`src/rtl/digit_ring_pkg.sv`:
```
package digit_ring_pkg;

   localparam int SEG_W   = 7;
   localparam int BCD_W   = 4;

   typedef logic [SEG_W-1:0] seg_t;
   typedef logic [BCD_W-1:0] bcd_t;

   // Active-low code: bit 0 = a ... bit 6 = g, 0 lights the segment.
   function automatic seg_t seg_of_bcd(input bcd_t d);
      seg_t s;
      case (d)
         4'd0:    s = 7'b1000000;
         4'd1:    s = 7'b1111001;
         4'd2:    s = 7'b0100100;
         4'd3:    s = 7'b0110000;
         4'd4:    s = 7'b0011001;
         4'd5:    s = 7'b0010010;
         4'd6:    s = 7'b0000010;
         4'd7:    s = 7'b1111000;
         4'd8:    s = 7'b0000000;
         4'd9:    s = 7'b0010000;
         default: s = 7'b1111111;
      endcase
      return s;
   endfunction

endpackage

```
`src/rtl/ring_pos_ctr.sv`:
```
module ring_pos_ctr #(
   parameter int NUM_POS = 5,
   parameter int POS_W   = (NUM_POS > 1) ? $clog2(NUM_POS) : 1
) (
   input  logic             clk,
   input  logic             rst_n,
   input  logic             fwd,
   output logic [POS_W-1:0] pos,
   output logic [POS_W-1:0] pos_nxt
);

   localparam logic [POS_W-1:0] FIRST_POS = '0;
   localparam logic [POS_W-1:0] LAST_POS  = POS_W'(NUM_POS - 1);
   localparam logic [POS_W-1:0] ONE       = POS_W'(1);

   generate
      if (NUM_POS < 2) begin : g_bad_depth
         $error("ring_pos_ctr: NUM_POS must be at least 2");
      end
   endgenerate

   always_comb begin
      if (!rst_n)
         pos_nxt = FIRST_POS;
      else if (pos > LAST_POS)
         pos_nxt = FIRST_POS;
      else if (fwd)
         pos_nxt = (pos == LAST_POS) ? FIRST_POS : pos + ONE;
      else
         pos_nxt = (pos == FIRST_POS) ? LAST_POS : pos - ONE;
   end

   always_ff @(posedge clk)
      pos <= pos_nxt;

   assert_reset_first_R1: assert property (@(posedge clk)
      !rst_n |=> pos == FIRST_POS);

   // Unused encodings recover like a reset.
   assert_bad_pos_R1: assert property (@(posedge clk) disable iff (!rst_n)
      (pos > LAST_POS) |=> pos == FIRST_POS);

   assert_fwd_step_R3: assert property (@(posedge clk) disable iff (!rst_n)
      (fwd && pos < LAST_POS) |=> pos == $past(pos) + ONE);

   assert_fwd_wrap_R3: assert property (@(posedge clk) disable iff (!rst_n)
      (fwd && pos == LAST_POS) |=> pos == FIRST_POS);

   assert_bwd_step_R4: assert property (@(posedge clk) disable iff (!rst_n)
      (!fwd && pos != FIRST_POS && pos <= LAST_POS) |=> pos == $past(pos) - ONE);

   assert_bwd_wrap_R4: assert property (@(posedge clk) disable iff (!rst_n)
      (!fwd && pos == FIRST_POS) |=> pos == LAST_POS);

endmodule

```
`src/rtl/seg_out_stage.sv`:
```
module seg_out_stage
   import digit_ring_pkg::*;
#(
   parameter int              NUM_POS = 5,
   parameter int              POS_W   = 3,
   parameter logic [NUM_POS*BCD_W-1:0] SEQ = '0,
   parameter bit              REG_OUT = 1'b1
) (
   input  logic             clk,
   input  logic [POS_W-1:0] pos,
   input  logic [POS_W-1:0] pos_nxt,
   output seg_t             seg_n
);

   localparam seg_t BLANK = '1;

   seg_t code_tbl [NUM_POS];

   genvar gi;
   generate
      for (gi = 0; gi < NUM_POS; gi++) begin : g_code
         if (SEQ[gi*BCD_W +: BCD_W] > 4'd9) begin : g_bad_digit
            $error("seg_out_stage: digit parameter is not BCD");
         end
         assign code_tbl[gi] = seg_of_bcd(SEQ[gi*BCD_W +: BCD_W]);
      end
   endgenerate

   function automatic seg_t pick(input logic [POS_W-1:0] p);
      seg_t s = BLANK;
      for (int k = 0; k < NUM_POS; k++)
         if (p == POS_W'(k)) s = code_tbl[k];
      return s;
   endfunction

   generate
      if (REG_OUT) begin : g_reg
         seg_t seg_q;
         always_ff @(posedge clk)
            seg_q <= pick(pos_nxt);
         assign seg_n = seg_q;
      end else begin : g_comb
         assign seg_n = pick(pos);
      end
   endgenerate

endmodule

```
`src/rtl/digit_ring_seq.sv`:
```
module digit_ring_seq
   import digit_ring_pkg::*;
#(
   parameter int NUM_POS = 5,
   parameter logic [NUM_POS*BCD_W-1:0] SEQ = {4'd2, 4'd1, 4'd4, 4'd0, 4'd6},
   parameter bit REG_OUT = 1'b1
) (
   input  logic             clk,
   input  logic             rst_n,
   input  logic             fwd,
   output logic [SEG_W-1:0] seg_n
);

   localparam int POS_W = (NUM_POS > 1) ? $clog2(NUM_POS) : 1;

   logic [POS_W-1:0] pos;
   logic [POS_W-1:0] pos_nxt;

   ring_pos_ctr #(
      .NUM_POS (NUM_POS),
      .POS_W   (POS_W)
   ) u_pos (
      .clk     (clk),
      .rst_n   (rst_n),
      .fwd     (fwd),
      .pos     (pos),
      .pos_nxt (pos_nxt)
   );

   seg_out_stage #(
      .NUM_POS (NUM_POS),
      .POS_W   (POS_W),
      .SEQ     (SEQ),
      .REG_OUT (REG_OUT)
   ) u_seg (
      .clk     (clk),
      .pos     (pos),
      .pos_nxt (pos_nxt),
      .seg_n   (seg_n)
   );

   // Moore: the display moves only when the position moves.
   assert_moore_R7: assert property (@(posedge clk) disable iff (!rst_n)
      $stable(pos) |-> $stable(seg_n));

   // After reset the display shows the first digit's code.
   assert_reset_code_R1: assert property (@(posedge clk)
      !rst_n |=> seg_n == seg_of_bcd(SEQ[BCD_W-1:0]));

endmodule

```
`config.mk`:
```
export PLATFORM = sky130hd
export DESIGN_NAME = digit_ring_seq
export DESIGN_NICKNAME = d
export VERILOG_FILES = /design/src/rtl/digit_ring_pkg.sv /design/src/rtl/ring_pos_ctr.sv /design/src/rtl/seg_out_stage.sv /design/src/rtl/digit_ring_seq.sv
export SDC_FILE = /design/constraint.sdc
export NUM_CORES = 1
export LEC_CHECK = 0
export BUFFER_PORTS_ARGS = -buffer_cell sky130_fd_sc_hd__buf_2
export CORE_AREA = 3 3 40 42
export DETAILED_ROUTE_END_ITERATION = 12
export DIE_AREA = 0 0 43 45
export PLACE_DENSITY_LB_ADDON = 0.08
export SYNTH_ARGS = -nofsm -noshare
export SYNTH_HDL_FRONTEND = slang
export SYNTH_HIERARCHICAL = 1
export SYNTH_SLANG_ARGS = --single-unit
```
`constraint.sdc`:
```
create_clock -name clk -period 1.8 [get_ports clk]
set_input_delay 0.36 -clock clk [delete_from_list [all_inputs] [get_ports clk]]
set_output_delay 0.36 -clock clk [all_outputs]
set_load 0.03 [all_outputs]
```
== After elaboration in Yosys (flattened, before gate mapping) ==
Cells that the tools add are included.

* Flip-flop bits (word level): 10
* Input bits: 3
* Output and inout port bits: 7

* Add/sub/neg operators: 2
* Magnitude comparators: 1
* Equality and inequality tests: 5
* Multiplexer cells: 9
* Reductions and logical operators: 4

{| class="wikitable"
|+ Operators with widths
! operator !! count
|-
| 7-bit 2-to-1 mux || 4
|-
| 3-bit 2-to-1 mux || 5
|-
| 3-bit by 2-bit equality test with 1-bit output (second input constant) || 2
|-
| 3-bit equality test (second input constant) || 2
|-
| 3-bit zero test || 2
|-
| 4-bit OR reduction || 1
|-
| 3-bit by 1-bit adder with 3-bit output (second input constant) || 1
|-
| 3-bit by 1-bit equality test with 1-bit output (second input constant) || 1
|-
| 3-bit greater-than comparator (second input constant) || 1
|-
| 3-bit by 1-bit subtractor with 3-bit output (second input constant) || 1
|-
| 2-bit OR reduction || 1
|}

== Logic depth before layout (Yosys ltp) ==
Gate-level depths: netlist of the first run.

* Word-level depth: 10
* Gate-level depth with buffers: 8
* Mapped depth without buffers: 8

== Cells and area by module ==
Netlist of the first run, hierarchy kept.

{| class="wikitable"
|+ By module, submodules not included
! module !! times used !! cells an instance !! area each (µm²) !! seq. area each (µm²)
|-
| ring_pos_ctr || 1 || 24 || 225.2 || 60.1
|-
| seg_out_stage || 1 || 13 || 160.2 || 100.1
|}

== Worst setup path before layout of the first run ==
OpenSTA, ideal clock, no wires.

* Path kind: flip-flop to flip-flop
* Start: reg u_pos.pos[0]
* End: reg u_seg.g_reg.seg_q[1], in the netlist u_seg/seg_n[1]
* Library setup time: 0.126 ns
* Arrival time: 1.557 ns
* Data required time: 1.674 ns
* Path slack: 0.118 ns
* Cell stages (with the launch flop): 9
* Buffers on the path: 0
* Period minus slack after synthesis: 1.682 ns
* Cell sequence: dfxtp_1 inv_1 ha_1 inv_1 ha_1 nand2b_1 a211oi_1 nor2_2 xor2_1

* Cells in the longest elaborated chain, start to end: 7
* Elaborated cells between the ends (all ways): 15

{| class="wikitable"
|+ RTL lines
! item !! RTL line !! source
|-
| from (decl) || ring_pos_ctr.sv:8 || <nowiki>output logic [POS_W-1:0] pos,</nowiki>
|-
| from (signal assigned) || ring_pos_ctr.sv:34 || <nowiki>pos <= pos_nxt;</nowiki>
|-
| 3-bit by 1-bit subtractor with 3-bit output, or another cell as far along || ring_pos_ctr.sv:30 || <nowiki>pos_nxt = (pos == FIRST_POS) ? LAST_POS : pos - ONE;</nowiki>
|-
| 3-bit 2-to-1 mux (on tied branches) || ring_pos_ctr.sv:30, ring_pos_ctr.sv:28 ||
|-
| 3-bit 2-to-1 mux || ring_pos_ctr.sv:27 || <nowiki>else if (fwd)</nowiki>
|-
| 3-bit 2-to-1 mux (*) || ring_pos_ctr.sv:25 || <nowiki>else if (pos > LAST_POS)</nowiki>
|-
| 3-bit 2-to-1 mux (*) || ring_pos_ctr.sv:23 || <nowiki>if (!rst_n)</nowiki>
|-
| via pos_nxt[0] || digit_ring_seq.sv:17 || <nowiki>logic [POS_W-1:0] pos_nxt;</nowiki>
|-
| 3-bit equality test, or another cell as far along || seg_out_stage.sv:32 || <nowiki>if (p == POS_W'(k)) s = code_tbl[k];</nowiki>
|-
| 4-bit OR reduction (no line) (*) || -- ||
|-
| to (signal assigned) || seg_out_stage.sv:40 || <nowiki>seg_q <= pick(pos_nxt);</nowiki>
|-
| to (decl) || seg_out_stage.sv:38 || <nowiki>seg_t seg_q;</nowiki>
|}

The timed path passes the listed nets; every way through them passes the cells marked *.
A chain may end at the register's enable or synchronous reset.

== Worst setup path in the final report of the first run ==
Ends and elaborated chain as after synthesis.

==> impl_metrics.toml, run 1 <==
[outcome]
outcome = "finished, final reports clean"

[worst_setup_path]
reg2reg_depth = 9
worstReg2RegEnd = "u_seg/seg_n[1]$_SDFF_PP0_"
critPathTopFamily = "adder cells"
cp.required_ns = 1.93
endpoint_kind = "register"
crit_top_cell = "inv_1"
reg2reg_from = "u_pos/pos[0]$_DFF_P_"
rrSetupSlack_ns = 0.17
cpPeakStageDelay_ns = 0.33
start_kind = "register"
crit_chain = "inv_1, ha_2, inv_1, ha_1, nand2b_4, a211oi_2, buf_4, nor2_2, xor2_1"
cp.buffers_inverters = 3
criticalPathCategory = "reg -> reg"
cp_slowest_cell = "dfxtp_1"
worstPathArrival_ns = 1.76
worst-path-max-fanout = 5

[sta]
final.setup.tns_ns = 0
rsz0062_at_grt = "false"
worst_clock_skew_ns = 0.00325
fmax_mhz = 613
setup_ws_ns = 0.169
period_share_pct = 90.6
worstMarginPinSlew_ns = 0.281
period_minus_slack_ns = 1.63
slew_headroom_pct = 81.1
final-hold-violation-count = 0
setup-violations-final = 0
final_max_slew_viol_count = 0

[place]
port_buffers = 9
placed_area_um2 = 434
post-place-ws_ns = 0.0713
dp_hpwl_um = 529
place.gp.congestion = 0.662

[route]
first_iter_violations = 5
viasPerCell = 4.55
vias = 282
dr.pass1.iters = 4
drc = 0
ant_nets = 0
finalWirelength_um = 673
wl_per_cell_um = 10.9

[logic_synthesis]
syn_avg_cell_area_um2 = 10.4
yosysMostFrequentCell = "dfxtp_1"
yosys_warnings = 6
synth_fp_nets = 44
synth.distinct_cells = 19
ys_seq_elements = 8
synth-seq-area-share_pct = 41.6
synth-edff-count = 0
syn_inst = 37
yosysTopAreaCell = "dfxtp_1"
synthArstFlopShare_pct = 0
synthesis.area_um2 = 385
netlist_top_cells_count = "dfxtp_1, ha_1, a211oi_1, a21o_2, inv_1"
synth_top_area_share_pct = 41.6
yosys-top-cells-area = "dfxtp_1, ha_1, a21o_2"
synthFlopType = "dfxtp_1"

[pwr]
pwr-share-clk_pct = 13.9
max-vdd-ir-drop_uv = 710
combPwrFrac_pct = 53.9
switching_share_pct = 44.1
leakage_nw = 0.232
power.net_switching_mw = 0.417
power_frac_seq_pct = 32.3
power.density_nw_per_um2 = 1990
power.total_mw = 0.947
intPower_mw = 0.530

[clocking]
clock_sinks = 8
cts_tree = "built"
postCtsSetupBuffers = 0
clk_pin_slew_ns = 0.05
cts.htree.levels = 1
worst_skew_pair.late_latency_ns = 0.25
cts_buffer_depth = 2
cts-root-buf = "clkbuf_4"
cts_made_buffers = 3

[floorplanning]
die_w_um = 43
fp.coreArea_um2 = 1280
start_util_pct = 30.0
ioPinCount = 10
die_y_um = 45
rows = 13
die-area_um2 = 1940

[grt]
grt.total_usage_pct = 8.02
grt-busiest-layer = "met2"
grt_max_degree = 7
use_met2_pct = 12.9
grt_pass1_vias = 283
gr-total-overflow = 0
antenna_found_initial = 0
met3_usage_pct = 1.59
grt_pass1_wl_um = 1080
grtUsageMet1_pct = 7.54

[worst_hold_path]
min_path_cells = 3
hold-path-endpoint = "u_pos/pos[2]$_DFF_P_"
min_from = "rst_n"
hold_path.class = "in -> reg"

[cells_and_area]
final_nets = 56
postLayoutCoreUtil_pct = 37.1
ff_latch_area_um2 = 160
drive_above_1_share_pct = 51.1
final_area_um2 = 477
antennaDiodeCount = 0
fill_cells = 137
multi_input_area_um2 = 204
area_growth_pct = 23.7

[flow_run]
cap_violations = 0
==> routing by layer <==
layer / wire, um / vias up
met5: 0 / -
met4: 34 / 0
met3: 48 / 5
met2: 327 / 12
met1: 263 / 123
li1: - / 142
==> flip-flops by register name, indices dropped and copies added (netlist names) <==
| register | flops |
|---|---|
| u_pos/pos | 3 |
| u_seg/seg_n | 5 |
==> worst reg2reg max path, cell delays in order, from the launching register on <==
cell and delay (ns):
dfxtp_1 0.33, inv_1 0.09, ha_2 0.20, inv_1 0.05, ha_1 0.17, nand2b_4 0.15, a211oi_2 0.19, buf_4 0.16
nor2_2 0.04, xor2_1 0.14
==> layout make-up <==
type / instances / area share [%]
sequential: 8 / 33.6
timing repair buffer: 11 / 12.6
multi-input combinational: 22 / 42.8
tap: 15 / 3.94
clock buffer: 3 / 4.72
inverter: 3 / 2.36
==> how the worst max path moves through the flow <==
stage                     depth (start not counted)            startpoint                        end
after floorplan                                   8  u_pos/pos[0]$_DFF_P_  u_seg/seg_n[1]$_SDFF_PP0_
after global placement                            9  u_pos/pos[0]$_DFF_P_  u_seg/seg_n[1]$_SDFF_PP0_
after detailed placement                          8  u_pos/pos[0]$_DFF_P_  u_seg/seg_n[5]$_SDFF_PP1_
after global routing                              9  u_pos/pos[0]$_DFF_P_  u_seg/seg_n[1]$_SDFF_PP0_
final                                             9  u_pos/pos[0]$_DFF_P_  u_seg/seg_n[1]$_SDFF_PP0_
after CTS                                         8  u_pos/pos[0]$_DFF_P_  u_seg/seg_n[6]$_SDFF_PN0_
==> power groups by stage <==
stage	Clock [mW]	Combinational (mW)	Sequential [mW]
2_1_floorplan	0	0.277	0.411
3_3_place_gp	0	0.480	0.301
3_5_place_dp	0	0.493	0.304
4_1_cts	0.139	0.495	0.303
5_1_grt	0.149	0.559	0.315
6_report	0.131	0.510	0.306
==> cell families (layout without fill, tap and decap cells) <==
kind of cell	after synthesis	after routing	share of synthesized area [%]
fa+ha+maj	4	4	13.0
mux	1	1	2.60
xor+xnor	2	2	4.55
flops	8	8	41.6
compound gates	8	8	17.5
simple gates	7	7	10.1
buf+inv	7	17	10.7
==> stage by stage <==
stage,hold slack (ns),instances
4_1_cts,0.467,62
2_1_floorplan,0.481,37
5_1_grt,0.424,62
3_3_place_gp,0.612,59
6_report,0.427,62
3_5_place_dp,0.607,59
==> cell usage in the layout, fill, tap and decap left out <==
cell type	Yosys	layout
nand2_2	1	1
nand2_1	2	2
mux2i_1	1	1
a21oi_2	1	1
nand2b_4	0	1
a21o_2	3	3
nor2b_1	1	1
xor2_1	1	1
clkbuf_4	0	3
o32a_1	1	1
dfxtp_1	8	8
ha_1	4	3
ha_2	0	1
inv_1	3	3
xnor2_1	1	1
buf_4	2	2
or2_1	1	1
a211oi_2	0	2
a211oi_1	3	1
buf_2	0	9
nor2_2	1	1
==> repair_timing <==
action	in CTS	in global routing
hold buffers	0	0
setup endpoints to repair	0	4
gates resized for setup	0	4
Power figures use the tool's default switching activity.
==> run 2: changes to the inputs <==
- BUFFER_PORTS_ARGS: -buffer_cell sky130_fd_sc_hd__buf_2 -> -buffer_cell sky130_fd_sc_hd__buf_4
- CORE_AREA: 3 3 40 42 -> 2 2 39 41
- DIE_AREA: 0 0 43 45 -> 0 0 41 43
==> impl_metrics.toml, run 2 (synthesis results as in run 1) <==
[clocking]
cts-root-buf = "clkbuf_4"
worst_skew_pair.late_latency_ns = 0.25
cts.htree.levels = 1
cts_buffer_depth = 2
cts_made_buffers = 3
clk_pin_slew_ns = 0.05
cts_tree = "built"
ctsHoldBuffers = 0
clock_sinks = 8

[worst_setup_path]
cp_slowest_cell = "dfxtp_1"
worst-path-max-fanout = 5
crit_chain = "inv_1, ha_2, inv_1, ha_1, nand2b_2, a211oi_2, buf_4, nor2_2, xor2_1"
endpoint_kind = "register"
cpPeakStageDelay_ns = 0.32
start_kind = "register"
worstPathArrival_ns = 1.82
cp.required_ns = 1.93
criticalPathCategory = "reg -> reg"
crit_top_cell = "inv_1"

[cells_and_area]
drive_above_1_share_pct = 51.1
area_growth_pct = 28.6
final_area_um2 = 495
ff_latch_area_um2 = 160
fill_cells = 153
final_cell_mix = "buf_4, dfxtp_1"
final_nets = 56
stdcell_count = 63
multi_input_area_um2 = 199
largest_reg_flops = 5
final_common_cell = "buf_4"
antennaDiodeCount = 0

[pwr]
leakage_nw = 0.235
power_frac_seq_pct = 30.7
power.net_switching_mw = 0.424
power.density_nw_per_um2 = 2000
pwr-share-clk_pct = 13.5
switching_share_pct = 42.7
max-vdd-ir-drop_uv = 628
combPwrFrac_pct = 55.8
intPower_mw = 0.568

[route]
finalWirelength_um = 694
dr.pass1.iters = 3
wl_per_cell_um = 11.0
vias = 270
ant_nets = 0
drc = 0
viasPerCell = 4.29
first_iter_violations = 2

[place]
port_buffers = 9
place.gp.congestion = 0.653
dp_hpwl_um = 538
place_inst = 60
placed_area_um2 = 458

[floorplanning]
ioPinCount = 10
die_y_um = 43
rows = 14
die_w_um = 41
fp.coreArea_um2 = 1380
start_util_pct = 27.8
die-area_um2 = 1760

[outcome]
outcome = "finished, final reports clean"

[grt]
antenna_found_initial = 0
grt_max_degree = 7
grt_pass1_wl_um = 1210
gr-total-overflow = 0
grt_pass1_vias = 284
grt.total_usage_pct = 10.7

[sta]
slew_headroom_pct = 80.6
final.setup.tns_ns = 0
setup-violations-final = 0
period_share_pct = 94.2
final_max_slew_viol_count = 0
worst_clock_skew_ns = 0.000587
final-hold-violation-count = 0
worstMarginPinSlew_ns = 0.290
period_minus_slack_ns = 1.70
fmax_mhz = 590

[worst_hold_path]
hold_path.class = "in -> reg"

[flow_run]
cap_violations = 0
[run 2: repair_timing]
item | 4_1_cts | 5_1_grt
resized for setup | 0 | 4
setup buffers | 0 | 0
endpoints found under the setup margin | 0 | 4
[run 2: metal layers]
metal	track usage [%]	up-vias	part of all wire (%)
met3	1.57	4	4.0
met4	10.0	0	4.2
li1	-	142	-
met5	0	-	0
met2	15.6	6	51
met1	12.5	118	40
[run 2: critical path, delay by kind of cell (launching register included)]
kind,cells,cell delay [ns]
fa+ha+maj,2,0.35
flops,1,0.32
xor+xnor,1,0.14
compound gates,1,0.21
buf+inv,3,0.29
simple gates,2,0.25
[run 2: metrics by stage]
step | hold WS [ns] | setup WS (ns) | utilization, % | power (mW)
2_1_floorplan | 0.481 | 0.118 | - | 0.687
3_3_place_gp | 0.589 | 0.0931 | 33.1 | 0.829
3_5_place_dp | 0.591 | 0.0830 | 33.1 | 0.846
4_1_cts | 0.498 | 0.0585 | 34.7 | 0.990
5_1_grt | 0.477 | -0.00823 | 35.8 | 1.07
6_report | 0.473 | 0.104 | 35.8 | 0.992
[run 2: cell type report]
type / count / share of cell area, %
tap: 16 / 4.04
timing repair buffer: 11 / 16.7
multi-input combinational: 22 / 40.2
clock buffer: 3 / 4.55
sequential: 8 / 32.3
inverter: 3 / 2.27
[run 2: path summary, 6_finish.rpt]
check,startpoint,endpoint,slack [ns],cells after the start
max,u_pos/pos[0]$_DFF_P_,u_seg/seg_n[1]$_SDFF_PP0_,0.10,9
min,rst_n,u_pos/pos[2]$_DFF_P_,0.47,3
min reg2reg,u_pos/pos[0]$_DFF_P_,u_pos/pos[0]$_DFF_P_,0.60,2
max reg2reg,u_pos/pos[0]$_DFF_P_,u_seg/seg_n[1]$_SDFF_PP0_,0.10,9
[run 2: power by group through the flow]
stage	sequential, mW	combinational (mW)	clock [mW]
final	0.304	0.554	0.134
after detailed placement	0.306	0.540	0
after CTS	0.304	0.541	0.145
after floorplan	0.411	0.277	0
after global placement	0.305	0.524	0
after global routing	0.317	0.600	0.151
==> run 3: changes to the inputs <==
- clock period: 1.8 -> 2 ns (I/O delays scaled with it)
==> impl_metrics.toml, run 3 (synthesis results as in run 1) <==
[outcome]
outcome = "finished, final reports clean"

[route]
finalWirelength_um = 639
dr_wl_met3_um = 23
wl_per_cell_um = 10.1
top_layer_used = "met4"
ant_nets = 0
vias = 274
met1_length_um = 272
first_iter_violations = 1
dr_wl_met2_um = 339
dr.pass1.iters = 2
drc = 0
viasPerCell = 4.35

[floorplanning]
die-area_um2 = 1760
start_util_pct = 27.8
rows = 14
ioPinCount = 10
die_w_um = 41
die_y_um = 43
fp.coreArea_um2 = 1380

[pwr]
intPower_mw = 0.501
pwr-share-clk_pct = 13.4
switching_share_pct = 42.0
power_frac_seq_pct = 31.8
power.net_switching_mw = 0.363
combPwrFrac_pct = 54.8
max-vdd-ir-drop_uv = 676
leakage_nw = 0.234
power.density_nw_per_um2 = 1800

[grt]
grt_max_degree = 7
gr-total-overflow = 0
antenna_found_initial = 0
grt_pass1_wl_um = 1170
grt_pass1_vias = 272
grt.total_usage_pct = 9.68

[sta]
period_minus_slack_ns = 1.70
slew_headroom_pct = 80.3
final_max_slew_viol_count = 0
setup-violations-final = 0
final.setup.tns_ns = 0
fmax_mhz = 590
final-hold-violation-count = 0
rsz0062_at_grt = "false"
period_share_pct = 84.8
worstMarginPinSlew_ns = 0.295
worst_clock_skew_ns = 0.00330
whs_ns = 0.557

[worst_setup_path]
reg2reg_depth = 9
criticalPathCategory = "reg -> reg"
endpoint_kind = "register"
start_kind = "register"
cp.required_ns = 2.12
worstPathArrival_ns = 1.82
worst-path-max-fanout = 5

[place]
dp_hpwl_um = 515
port_buffers = 9
place.gp.congestion = 0.651

[cells_and_area]
fill_cells = 141
largest_reg_flops = 5
final_cell_mix = "buf_4, dfxtp_1, ha_1"
drive_above_1_share_pct = 42.6
area_growth_pct = 24.7
final_nets = 56
antennaDiodeCount = 0
final_common_cell = "buf_4"

[clocking]
postCtsSetupBuffers = 0
cts_buffer_depth = 2
cts-root-buf = "clkbuf_4"
cts_resized = 0
worst_skew_pair.late_latency_ns = 0.24
clock_sinks = 8
clk_pin_slew_ns = 0.05
ctsHoldBuffers = 0
cts.htree.levels = 1
cts_made_buffers = 3
cts_tree = "built"

[worst_hold_path]
min_path_cells = 3
hold_path.class = "in -> reg"

[flow_run]
cap_violations = 0
## run 3: cell counts in the layout (fill, tap and decap cells not counted)
Identical to the previous run, type by type.
## run 3: worst paths after layout
check	start	end	slack, ns
worst min-delay path	rst_n	u_pos/pos[2]$_DFF_P_	0.56
worst max register to register	u_pos/pos[0]$_DFF_P_	u_seg/seg_n[1]$_SDFF_PP0_	0.30
worst min register to register	u_pos/pos[0]$_DFF_P_	u_pos/pos[0]$_DFF_P_	0.60
worst max-delay path	u_pos/pos[0]$_DFF_P_	u_seg/seg_n[1]$_SDFF_PP0_	0.30
## run 3: critical path, cell delays in order (launching register included)
cell and delay (ns):
dfxtp_1 0.32, inv_1 0.08, ha_1 0.18, inv_1 0.05
ha_1 0.17, nand2b_1 0.19, a211oi_1 0.25, buf_4 0.18
nor2_2 0.04, xor2_1 0.13
## run 3: stage by stage
stage | worst slack [ns] | cell area (um^2) | instances | power [mW] | util [%]
final | 0.305 | 480 | 63 | 0.864 | 34.7
after global routing | 0.123 | 480 | 63 | 0.934 | 34.7
after CTS | 0.263 | 480 | 63 | 0.882 | 34.7
after detailed placement | 0.274 | 458 | 60 | 0.759 | 33.1
after global placement | 0.305 | 458 | 60 | 0.745 | 33.1
after floorplan | 0.318 | 385 | 37 | 0.619 | -
## run 3: routing by layer
layer | global-route usage [%] | vias to the layer above
li1 | - | 142
met2 | 14.7 | 4
met1 | 12.1 | 126
met4 | 6.00 | 0
met3 | 1.57 | 2
met5 | 0 | -
## run 3: cell type report
| class | count | area, um^2 | area share, % |
|---|---|---|---|
| Clock buffer | 3 | 22.5 | 4.69 |
| Timing Repair Buffer | 11 | 82.6 | 17.2 |
| Multi-Input combinational cell | 22 | 184 | 38.3 |
| Tap cell | 16 | 20.0 | 4.17 |
| Inverter | 3 | 11.3 | 2.34 |
| Sequential cell | 8 | 160 | 33.3 |
## run 3: power by group through the flow
stage | sequential [mW] | clock (mW) | combinational [mW]
2_1_floorplan | 0.370 | 0 | 0.249
6_report | 0.274 | 0.116 | 0.473
3_3_place_gp | 0.274 | 0 | 0.471
3_5_place_dp | 0.278 | 0 | 0.481
4_1_cts | 0.276 | 0.123 | 0.483
5_1_grt | 0.285 | 0.134 | 0.515
